===== src/rtl/srr_pkg.sv =====
package srr_pkg;

  // Serial phase of the responder
  typedef enum logic [2:0] {
    PH_CMD  = 3'd0,
    PH_ADDR = 3'd1,
    PH_DATA = 3'd2,
    PH_STAT = 3'd3,
    PH_BAD  = 3'd4
  } phase_t;

  localparam logic [7:0] CMD_WORD_READ = 8'h03;
  localparam logic [7:0] CMD_STAT_READ = 8'h05;

endpackage


===== src/rtl/srr_hostif.sv =====
module srr_hostif (
  input  logic clk,
  input  logic rst,
  input  logic wr_en,
  input  logic wr_sclk,
  input  logic wr_req,
  output logic step,
  output logic gnt
);

  logic sclk_q;

  // Clock bit seen in the previous control write
  always_ff @(posedge clk) begin
    if (rst) begin
      sclk_q <= 1'b0;
      gnt    <= 1'b0;
    end else if (wr_en) begin
      sclk_q <= wr_sclk;
      gnt    <= wr_req;
    end
  end

  assign step = wr_en & wr_sclk & ~sclk_q;

endmodule


===== src/rtl/srr_store.sv =====
module srr_store #(
  parameter int                WORDS = 64,
  parameter int                DW    = 16,
  parameter int                IDXW  = 7,
  parameter logic [DW-1:0]     STA0  = 16'hA4A4,
  parameter logic [DW-1:0]     STA1  = 16'hB6B6,
  parameter logic [DW-1:0]     STA2  = 16'hC8C8,
  parameter logic [DW-1:0]     CSUM  = 16'hBABA
) (
  input  logic [IDXW-1:0] idx,
  output logic [DW-1:0]   rd_data
);

  localparam int AW = $clog2(WORDS);
  localparam logic [DW-1:0] FILL = CSUM - STA0 - STA1 - STA2;

  function automatic logic [DW-1:0] word_at(input int i);
    if (i == 0)            return STA0;
    else if (i == 1)       return STA1;
    else if (i == 2)       return STA2;
    else if (i == WORDS-1) return FILL;
    else                   return '0;
  endfunction

  logic [DW-1:0] rom [WORDS];

  for (genvar i = 0; i < WORDS; i++) begin : g_rom
    assign rom[i] = word_at(i);
  end

  assign rd_data = (32'(idx) < WORDS) ? rom[idx[AW-1:0]] : '0;

endmodule


===== src/rtl/srr_seq.sv =====
module srr_seq
  import srr_pkg::*;
#(
  parameter int            CMDW  = 8,
  parameter int            ADW   = 8,
  parameter int            DW    = 16,
  parameter int            STW   = 8,
  parameter int            WORDS = 64,
  parameter logic [CMDW-1:0] RD_CMD = CMD_WORD_READ,
  parameter logic [CMDW-1:0] ST_CMD = CMD_STAT_READ,
  localparam int           MAXB  = (DW > CMDW) ? DW : CMDW,
  localparam int           CW    = $clog2(MAXB + 1)
) (
  input  logic           clk,
  input  logic           rst,
  input  logic           step,
  input  logic           sdi,
  input  logic [DW-1:0]  word_data,
  output logic [ADW-2:0] word_idx,
  output logic           sdo,
  output logic           err
);

  phase_t          phase;
  logic [CW-1:0]   cnt;
  logic [CMDW-1:0] cmd;
  logic [ADW-1:0]  addr;

  logic [CMDW-1:0] cmd_nx;
  logic [ADW-1:0]  addr_nx;
  logic [DW-1:0]   shifted;

  assign cmd_nx   = {cmd[CMDW-2:0], sdi};
  assign addr_nx  = {addr[ADW-2:0], sdi};
  assign shifted  = word_data << cnt;
  assign word_idx = addr[ADW-1:1];

  always_ff @(posedge clk) begin
    if (rst) begin
      phase <= PH_CMD;
      cnt   <= '0;
      cmd   <= '0;
      addr  <= '0;
      sdo   <= 1'b0;
      err   <= 1'b0;
    end else if (step) begin
      case (phase)
        PH_CMD: begin
          cmd <= cmd_nx;
          if (cnt == CW'(CMDW-1)) begin
            cnt <= '0;
            if (cmd_nx == RD_CMD)      phase <= PH_ADDR;
            else if (cmd_nx == ST_CMD) phase <= PH_STAT;
            else begin
              phase <= PH_BAD;
              err   <= 1'b1;
            end
          end else begin
            cnt <= cnt + 1'b1;
          end
        end
        PH_ADDR: begin
          addr <= addr_nx;
          if (cnt == CW'(ADW-1)) begin
            cnt   <= '0;
            phase <= PH_DATA;
            if (32'(addr_nx[ADW-1:1]) >= WORDS) err <= 1'b1;
          end else begin
            cnt <= cnt + 1'b1;
          end
        end
        PH_DATA: begin
          sdo <= shifted[DW-1];
          if (cnt == CW'(DW-1)) begin
            phase <= PH_CMD;
            cnt   <= '0;
            cmd   <= '0;
            addr  <= '0;
          end else begin
            cnt <= cnt + 1'b1;
          end
        end
        PH_STAT: begin
          sdo <= 1'b0;
          if (cnt == CW'(STW-1)) begin
            phase <= PH_CMD;
            cnt   <= '0;
            cmd   <= '0;
            addr  <= '0;
          end else begin
            cnt <= cnt + 1'b1;
          end
        end
        default: begin
          err <= 1'b1;
        end
      endcase
    end
  end

endmodule


===== src/rtl/spi_rom_responder.sv =====
module spi_rom_responder
  import srr_pkg::*;
#(
  parameter int              WORDS = 64,
  parameter int              DW    = 16,
  parameter int              CMDW  = 8,
  parameter int              ADW   = 8,
  parameter int              STW   = 8,
  parameter logic [CMDW-1:0] RD_CMD = CMD_WORD_READ,
  parameter logic [CMDW-1:0] ST_CMD = CMD_STAT_READ,
  parameter logic [DW-1:0]   STA0  = 16'hA4A4,
  parameter logic [DW-1:0]   STA1  = 16'hB6B6,
  parameter logic [DW-1:0]   STA2  = 16'hC8C8,
  parameter logic [DW-1:0]   CSUM  = 16'hBABA
) (
  input  logic clk,
  input  logic rst,
  input  logic wr_en,
  input  logic wr_sclk,
  input  logic wr_sdi,
  input  logic wr_req,
  output logic sdo,
  output logic gnt,
  output logic err
);

  localparam int IDXW = ADW - 1;

  logic            step;
  logic [IDXW-1:0] word_idx;
  logic [DW-1:0]   word_data;

  srr_hostif u_hostif (
    .clk     (clk),
    .rst     (rst),
    .wr_en   (wr_en),
    .wr_sclk (wr_sclk),
    .wr_req  (wr_req),
    .step    (step),
    .gnt     (gnt)
  );

  srr_store #(
    .WORDS (WORDS),
    .DW    (DW),
    .IDXW  (IDXW),
    .STA0  (STA0),
    .STA1  (STA1),
    .STA2  (STA2),
    .CSUM  (CSUM)
  ) u_store (
    .idx     (word_idx),
    .rd_data (word_data)
  );

  srr_seq #(
    .CMDW   (CMDW),
    .ADW    (ADW),
    .DW     (DW),
    .STW    (STW),
    .WORDS  (WORDS),
    .RD_CMD (RD_CMD),
    .ST_CMD (ST_CMD)
  ) u_seq (
    .clk       (clk),
    .rst       (rst),
    .step      (step),
    .sdi       (wr_sdi),
    .word_data (word_data),
    .word_idx  (word_idx),
    .sdo       (sdo),
    .err       (err)
  );

endmodule


===== config.mk =====
export PLATFORM = sky130hd
export DESIGN_NAME = spi_rom_responder
export DESIGN_NICKNAME = d
export VERILOG_FILES = /design/src/rtl/srr_pkg.sv /design/src/rtl/srr_hostif.sv /design/src/rtl/srr_store.sv /design/src/rtl/srr_seq.sv /design/src/rtl/spi_rom_responder.sv
export SDC_FILE = /design/constraint.sdc
export NUM_CORES = 1
export LEC_CHECK = 0
export ABC_AREA = 1
export BUFFER_PORTS_ARGS = -buffer_cell sky130_fd_sc_hd__buf_4
export CORE_UTILIZATION = 60
export CTS_CLUSTER_SIZE = 25
export DETAILED_ROUTE_END_ITERATION = 10
export PLACE_DENSITY = 0.83
export SETUP_SLACK_MARGIN = 0.02
export SYNTH_ARGS = -nofsm -noshare
export SYNTH_HDL_FRONTEND = slang
export SYNTH_HIERARCHICAL = 1
export SYNTH_SLANG_ARGS = --single-unit

===== constraint.sdc =====
create_clock -name clk -period 2.35 [get_ports clk]
set_clock_uncertainty 0.15 [all_clocks]
set_input_delay 0.1175 -clock clk [delete_from_list [all_inputs] [get_ports clk]]
set_output_delay 0.1175 -clock clk [all_outputs]
set_load 0.01 [all_outputs]

Yosys cells after proc, flatten, opt, wreduce, memory -nomap -nowiden
Memories as Yosys holds them, arrays and structs flattened.
Cells that the tools add are included.
{ "word_totals": {"out_inout_bits": 3, "rom_bits": 1024, "mem_count": 1, "word_cells": 71, "inputBits": 6, "register_bits": 27} }
{ "op_classes": {"n_reduce_logical": 14, "eq_ne": 14, "shifts": 1, "n_addsub": 1, "n_bitwise": 5, "mux": 24, "magnitude_cmp": 3} }
{ "mem_list": {"columns": ["memory", "words", "word_bits", "rd", "rd_ports_with_merged_regs", "wr", "line", "text"], "rows": [
  ["(no name shown)", 64, 16, 1, 0, 0, "srr_store.sv:31", "assign rd_data = (32'(idx) < WORDS) ? rom[idx[AW-1:0]] : '0;"]
]} }
{ "ops": {"columns": ["op", "count"], "rows": [
  ["$mux W16", 3],
  ["$pmux W8 S3", 1],
  ["$pmux W7 S3", 1],
  ["$mux W3", 6],
  ["$mux W8", 2],
  ["$shl A16 B5 Y16", 1],
  ["$ge A7 B7 Y1 const B", 2],
  ["$pmux W3 S4", 1],
  ["$mux W5", 2],
  ["$ne A2 B1 Y1 const B", 5],
  ["$pmux W5 S2", 1],
  ["$eq A8 B2 Y1 const B", 1],
  ["$eq A8 B3 Y1 const B", 1],
  ["$reduce_and A4 Y1", 2],
  ["$lt A7 B7 Y1 const B", 1],
  ["$not A6 Y7", 1],
  ["$reduce_and A7 Y1", 1],
  ["$eq A3 B2 Y1 const B", 2],
  ["$reduce_and A6 Y1", 1],
  ["$reduce_bool A3 Y1", 2],
  ["$add A5 B1 Y5 const B", 1],
  ["$eq A5 B3 Y1 const B", 1],
  ["$eq A5 B4 Y1 const B", 1],
  ["$mux W1", 5],
  ["other kinds (12)", 17]
]} }

Longest topological paths before layout
Gate-level depths: netlist (run 1).
{ "depth": {"word_depth": 7, "depth_mapped": 16, "depth_no_buf": 14} }

Modules after synthesis
The synthesis (run 1) kept the hierarchy.
{ "by_module_without_submodules": {"columns": ["module", "seq_area_each_um2", "area_each_um2", "cells_each", "instances"], "rows": [
  ["srr_seq", 500.5, 1524.0, 226, 1],
  ["srr_store", 0.0, 214.0, 43, 1],
  ["srr_hostif", 40.0, 76.3, 10, 1]
]} }

Worst setup path before layout (run 1)
OpenSTA, ideal clock, no wires.
{ "synth_timing": {"path_type": "reg2reg", "start": "register u_seq.cnt[1]", "end": "register u_seq.cmd[1]", "path_stages_with_launch": 11, "path_slack_ns": 0.563, "path_buffers": 1, "required_time_ns": 2.081, "setup_time_ns": 0.119, "period_less_slack_ns": 1.787, "arrival_ns": 1.518, "path_cell_list": "dfxtp_1 -> ha_1 -> nand2_1 -> nor2_1 -> ha_1 -> o21ai_0 -> nor2_1 -> nand2_2 -> buf_6 -> o21ai_0 -> a21oi_1"} }
{ "synth_between": {"elab_chain_cells": 3, "word_cells_on_any_way": 5, "cone_classes": "eq/ne: 4; reduce/logical: 1"} }
{ "synth_rtl": {"columns": ["element", "line", "text"], "rows": [
  ["start, declared", "srr_seq.sv:25", "logic [CW-1:0] cnt;"],
  ["start signal, assigned", "srr_seq.sv:59", "cnt <= cnt + 1'b1;"],
  ["start signal, assigned", "srr_seq.sv:69", "cnt <= cnt + 1'b1;"],
  ["start signal, assigned", "srr_seq.sv:80", "cnt <= cnt + 1'b1;"],
  ["$eq A5 B3 Y1 / $eq A5 B4 Y1 (equally long branches)", "srr_seq.sv:85, srr_seq.sv:74", null],
  ["$ne A2 B1 Y1 (no source line)", null, null],
  ["$reduce_and A4 Y1 (no source line) (*)", null, null],
  ["end signal, assigned", "srr_seq.sv:49", "cmd <= cmd_nx;"],
  ["end, declared", "srr_seq.sv:26", "logic [CMDW-1:0] cmd;"]
]} }
Mark *: on every way between the ends. The rest lies on a longest branch, timed or not.
A chain may end at the register's enable or synchronous reset.

Worst setup path in the final report (run 1)
{ "layout_timing": {"start": "register u_seq.cnt[1]", "end": "register u_seq.cmd[5]"} }
The elaborated chain is that of the path after synthesis.

==> metrics.csv, run 1 <==
metric,value,unit
#FFs+latches synth,27,
pwr/cell area,422,nW/µm²
CP required,2.47,ns
initial antenna violation count,0,
die area,3250,µm²
total number of vias,1609,
setup ws final,0.225,ns
Hold WS,0.0686,ns
Die W,57.0,µm
# nets final,288,
Clock transition at path regs,0.15,ns
Pwr Total,0.000788,W
clk sinks,27,
I/O Pins,9,
Yosys Warn Count,6,
core area,2810,µm²
first-pass GRT wire length,6.15,mm
Starting Density,0.647,
cells along the critical path,"ha_1, nand2_1, nor2_1, ha_1, o21ai_0, nor2_1, nand2_2, inv_1, nand3_1, a21oi_1",
main combinational cell family by area after synthesis,simple AND/OR/NAND/NOR gates,
largest net degree at the start of global routing,20,
gr usage total,0.234,
worst vdd ir,472,µV
total gr overflow,0,
"commonest non-fill, non-tap cells in the layout","nand2_1, inv_1, dfxtp_1",
post-synthesis compound-gate area fraction,0.120,
Post-DRT Antenna Nets,0,
vias in the first global route,1486,
maxcap violations,0,
CTS tree,yes,
simple logic cell fraction of the synthesized area,0.357,
row cnt,19,
Adder-Cell Fraction of Synth Area,0.0207,
Crit-path slowest cell,dfxtp_1,
Final Setup Violations,0,
mapped cell area,1810,µm²
Final Cycle Share,0.904,
Final Max Slew Viols,0,
post-layout util,0.665,
status,completed,
Critical Path End Type,flip-flop,
fmax,471,MHz
unrepaired setup endpoints after global routing,no,
synthesized area per cell,6.50,µm²
crit path launch type,flip-flop,
CTS buffer count,3,
share of post-route cells with drive strength above 1,0.158,
Worst path max stage delay,0.46,ns
CTS Root Cell,clkbuf_4,
Final Hold Vio Count,0,
DRC Markers,0,
min Tclk post-route,2.12,ns
drt wl/cell,11.1,µm
antenna fix cells,0,
Post-DP HPWL,2.49,mm
"Seq/Total Area, Yosys",0.298,
Worst Path Max Fanout,12,
routability cong.,0.875,
Reg2Reg Setup Slack,0.23,ns
Worst Hold Class,in -> reg,
chip height,57.0,µm
Worst Path Arrival,2.25,ns
synth-to-layout area growth,2.83,%
pre-CTS setup slack,0.306,ns
synthesized instance count,279,
CTS Buffer Depth,2,
clk_lat worst skew,0.33,ns
Vias/cell,5.21,
DR iter-0 viols,91,
most common library cell in the layout ignoring fill and taps,nand2_1,
DR pass1 iterations,4,
H-tree depth,1,
Setup Total Neg Slack,0,ns
Synth Area in XOR/XNOR,0.00966,
critical path's top delay family,simple AND/OR/NAND/NOR gates,
# resized after CTS,0,
WS Path Type,reg -> reg,
proportion of synthesized area in mux cells,0,
Buf/Inv on CP,1,
Synth cell types,32,
# port buffers,8,
"wirelength, routed",3.42,mm
Pleak,0.833,nW
[sequential cells by signal, indices dropped and copies added (netlist names)]
name	cells
u_seq/err	1
u_seq/phase	3
u_seq/sdo	1
u_seq/cnt	5
u_hostif/sclk_q	1
u_seq/cmd	7
u_seq/addr	8
u_hostif/gnt	1
[kinds of logic after synthesis]
family	after synthesis
compound gates	36
flops	27
buf+inv	73
fa+ha+maj	3
simple gates	137
xor+xnor	2
other cells	1
[worst paths after layout]
kind | start | endpoint | depth (start not counted)
setup / recovery | u_seq/cnt[1] | u_seq/cmd[5] | 10
hold / removal | wr_sdi | u_seq/addr[0] | 5
setup reg to reg | u_seq/cnt[1] | u_seq/cmd[5] | 10
hold reg to reg | u_seq/err | u_seq/err | 2
[cells in the mapped netlist]
master / instances / share of area
o21ai_1: 1 / 0.0028
or2_4: 1 / 0.0048
nor2_2: 5 / 0.017
buf_1: 1 / 0.0021
nand3_2: 7 / 0.039
conb_1: 1 / 0.0021
clkbuf_1: 1 / 0.0021
a221oi_1: 1 / 0.0048
nand2_4: 1 / 0.0062
ha_1: 3 / 0.021
a31oi_1: 1 / 0.0035
buf_6: 1 / 0.0062
clkinv_1: 1 / 0.0021
nand4_1: 6 / 0.021
buf_2: 2 / 0.0055
nand2_2: 3 / 0.010
buf_4: 16 / 0.066
nand2_1: 62 / 0.13
o211ai_1: 1 / 0.0041
o21ai_0: 10 / 0.028
inv_2: 3 / 0.0062
nor2_1: 24 / 0.050
nor3_1: 4 / 0.011
a21oi_2: 8 / 0.039
dfxtp_1: 27 / 0.30
inv_6: 1 / 0.0048
xor2_1: 2 / 0.0097
inv_1: 47 / 0.097
a21oi_1: 14 / 0.039
or2_2: 1 / 0.0035
nand3_1: 22 / 0.061
nor2_4: 1 / 0.0062
[routing by layer]
metal  track usage  wire length (µm)  up-vias
li1              -                 -      850
met1         0.299              1630      719
met2         0.400              1640       34
met3        0.0476               118        6
met4        0.0697                30        0
met5             0                 0        -
[stage by stage]
step | instance area, µm² | cells
floorplan | 1820 | 280
global placement | 1780 | 299
detailed placement | 1780 | 299
CTS | 1870 | 309
global route | 1870 | 309
finish | 1870 | 309
[worst register-to-register path: cells and delay by family (launching register included)]
family / cells / cell delay, ns
simple gates: 5 / 0.63
flops: 1 / 0.46
fa+ha+maj: 2 / 0.46
compound gates: 2 / 0.24
buf+inv: 1 / 0.14
[where the power goes]
part	switching [W]	total [W]	internal, W
registers	0.00000788	0.000478	0.000470
logic	0.0000637	0.000105	0.0000417
clock network	0.000139	0.000204	0.0000651
[repair_timing]
item / in CTS / in global routing
setup buffers: 0 / 0
hold buffers: 6 / 0
endpoints found under the hold margin: 15 / 0
[layout make-up]
cell class              instances  area, µm²
clock buffers                   3       22.5
clock inverters                 1       7.51
fillers                       269        940
inverters                      52        200
multi-input cells             180        928
flip-flops and latches         27        541
well taps                      31       38.8
repair buffers                 15        128
Note: power is estimated with default switching activity, not from simulation.
==> inputs of run 2 (changes only) <==
RECOVER_POWER = 25   (was unset)
==> metrics.csv, run 2 (synthesis results as in run 1) <==
metric,value,unit,change
Setup Total Neg Slack,0,ns,unchanged
first-pass GRT wire length,6.15,mm,unchanged
Hold WS,0.0640,ns,was 0.0686 ns
Worst Path Arrival,2.26,ns,was 2.25 ns
Die W,57.0,µm,unchanged
Top Registers,"u_seq/addr x8, u_seq/cmd x7, u_seq/cnt x5",,unchanged
DR pass1 iterations,4,,unchanged
pre-CTS setup slack,0.306,ns,unchanged
FF/Latch Area,541,µm²,unchanged
hold path depth,5,,unchanged
vias in the first global route,1486,,unchanged
total gr overflow,0,,unchanged
antenna fix cells,0,,unchanged
Non-Filler Instances,309,,unchanged
post-layout util,0.655,,was 0.665
unrepaired setup endpoints after global routing,no,,unchanged
slew margin rel.,0.598,,
DR iter-0 viols,96,,was 91
Worst path max stage delay,0.53,ns,was 0.46 ns
initial antenna violation count,0,,unchanged
Final Setup Violations,0,,unchanged
worst vdd ir,508,µV,was 472 µV
clk sinks,27,,unchanged
Reg2Reg Setup Slack,0.23,ns,about the same
chip height,57.0,µm,unchanged
clk_lat worst skew,0.33,ns,about the same
WS Path Type,in -> reg,,was reg -> reg
pwr/cell area,429,nW/µm²,was 422 nW/µm²
Filler cells,281,,was 269
reg2reg end,u_seq/cmd[5],,unchanged
# nets final,288,,unchanged
Critical Path End Type,flip-flop,,unchanged
multi-input logic area,915,µm²,was 928 µm²
CP required,2.47,ns,about the same
largest net degree at the start of global routing,20,,unchanged
total number of vias,1610,,was 1609
Crit-path slowest cell,dlygate4sd3_1,,was dfxtp_1
Post-DP HPWL,2.49,mm,unchanged
drt wl/cell,11.0,µm,was 11.1 µm
max reg flops,8,,unchanged
reg2reg path depth,10,,unchanged
fmax,468,MHz,was 471 MHz
Worst Path Max Fanout,9,,was 12
worst slew pin tran,0.600,ns,
reg2reg start,u_seq/cnt[1],,unchanged
maxcap violations,0,,unchanged
row cnt,19,,unchanged
Largest Register,u_seq/addr,,unchanged
core area,2810,µm²,unchanged
CTS Buffer Depth,2,,unchanged
Inst Count DP,299,,unchanged
min Tclk post-route,2.14,ns,was 2.12 ns
setup ws final,0.212,ns,was 0.225 ns
# port buffers,8,,unchanged
Clock transition at path regs,0.15,ns,about the same
H-tree depth,1,,unchanged
DRC Markers,0,,unchanged
status,completed,,unchanged
routability cong.,0.875,,unchanged
Starting Density,0.647,,unchanged
WHS Endpoint,u_seq/addr[0],,unchanged
CTS buffer count,3,,unchanged
cells along the critical path,"dlygate4sd3_1, clkbuf_1, nand2_1, nor2_1, inv_1, nor2_1, nand3_1, inv_1, nand3_1, a21oi_1",,"was ha_1, nand2_1, nor2_1, ha_1, o21ai_0, nor2_1, nand2_2, inv_1, nand3_1, a21oi_1"
share of post-route cells with drive strength above 1,0.133,,was 0.158
CTS Root Cell,clkbuf_4,,unchanged
Post-DRT Antenna Nets,0,,unchanged
"commonest non-fill, non-tap cells in the layout","nand2_1, inv_1, dfxtp_1",,unchanged
"wirelength, routed",3.41,mm,was 3.42 mm
crit path launch type,input port,,was flip-flop
Final Hold Vio Count,0,,unchanged
die area,3250,µm²,unchanged
Pleak,0.817,nW,was 0.833 nW
Final Max Slew Viols,0,,unchanged
synth-to-layout area growth,1.24,%,was 2.83%
Vias/cell,5.21,,about the same
hold path start,wr_sdi,,unchanged
CTS tree,yes,,unchanged
Worst Hold Class,in -> reg,,unchanged
gr usage total,0.234,,unchanged
I/O Pins,9,,unchanged
Post-CTS Setup Bufs,0,,unchanged
most common library cell in the layout ignoring fill and taps,nand2_1,,unchanged
Final Cycle Share,0.910,,was 0.904
[run 2: cell types whose count changed in the layout (fill, tap and decap cells not counted), sizes merged]
| cell | change |
|---|---|
| clkbuf | +4 |
| buf | -4 |
[run 2: worst max path at each step]
stage / slack, ns / startpoint / to
6_report: 0.21 / wr_en / u_seq/phase[0]
5_1_grt: 0.02 / u_seq/cnt[1] / u_seq/cmd[5]
4_1_cts: 0.27 / u_seq/cnt[1] / u_seq/cmd[6]
3_5_place_dp: 0.31 / u_seq/cnt[1] / u_seq/cmd[5]
3_3_place_gp: 0.43 / u_seq/cnt[1] / u_seq/cmd[6]
2_1_floorplan: 0.56 / u_seq/cnt[1] / u_seq/cmd[1]
[run 2: area by class of cell]
class / instances / area share
sequential: 27 / 0.294
timing repair buffer: 15 / 0.0613
clock buffer: 3 / 0.0123
inverter: 52 / 0.109
clock inverter: 1 / 0.00409
multi-input combinational: 180 / 0.498
tap: 31 / 0.0211
[run 2: repair_timing]
action                                 in CTS  in global routing
resized for setup                           0                  0
endpoints found under the hold margin      15                  0
hold buffers                                6                  0
[run 2: per-layer routing]
layer | global-route usage | routed length, µm
met5 | 0 | 0
met3 | 0.0476 | 112
met4 | 0.0697 | 20
met2 | 0.400 | 1620
met1 | 0.299 | 1650
[run 2: power breakdown]
part	total (W)	leakage [nW]	internal (W)	switching [W]
Sequential	0.000478	0.219	0.000470	0.00000785
Combinational	0.000103	0.584	0.0000399	0.0000631
Clock	0.000207	0.0139	0.0000652	0.000141
Total	0.000788	0.817	0.000575	0.000212
[run 2: critical path, delay by kind of cell]
kind | cells | cell delay, ns
simple gates | 5 | 1.06
buf+inv | 4 | 0.95
compound gates | 1 | 0.13
[run 2: through the flow]
stage | area [µm²] | total power, W
after CTS | 1870 | 0.000796
after global routing | 1840 | 0.000830
after detailed placement | 1780 | 0.000584
after global placement | 1780 | 0.000583
final | 1840 | 0.000788
after floorplan | 1820 | 0.000562
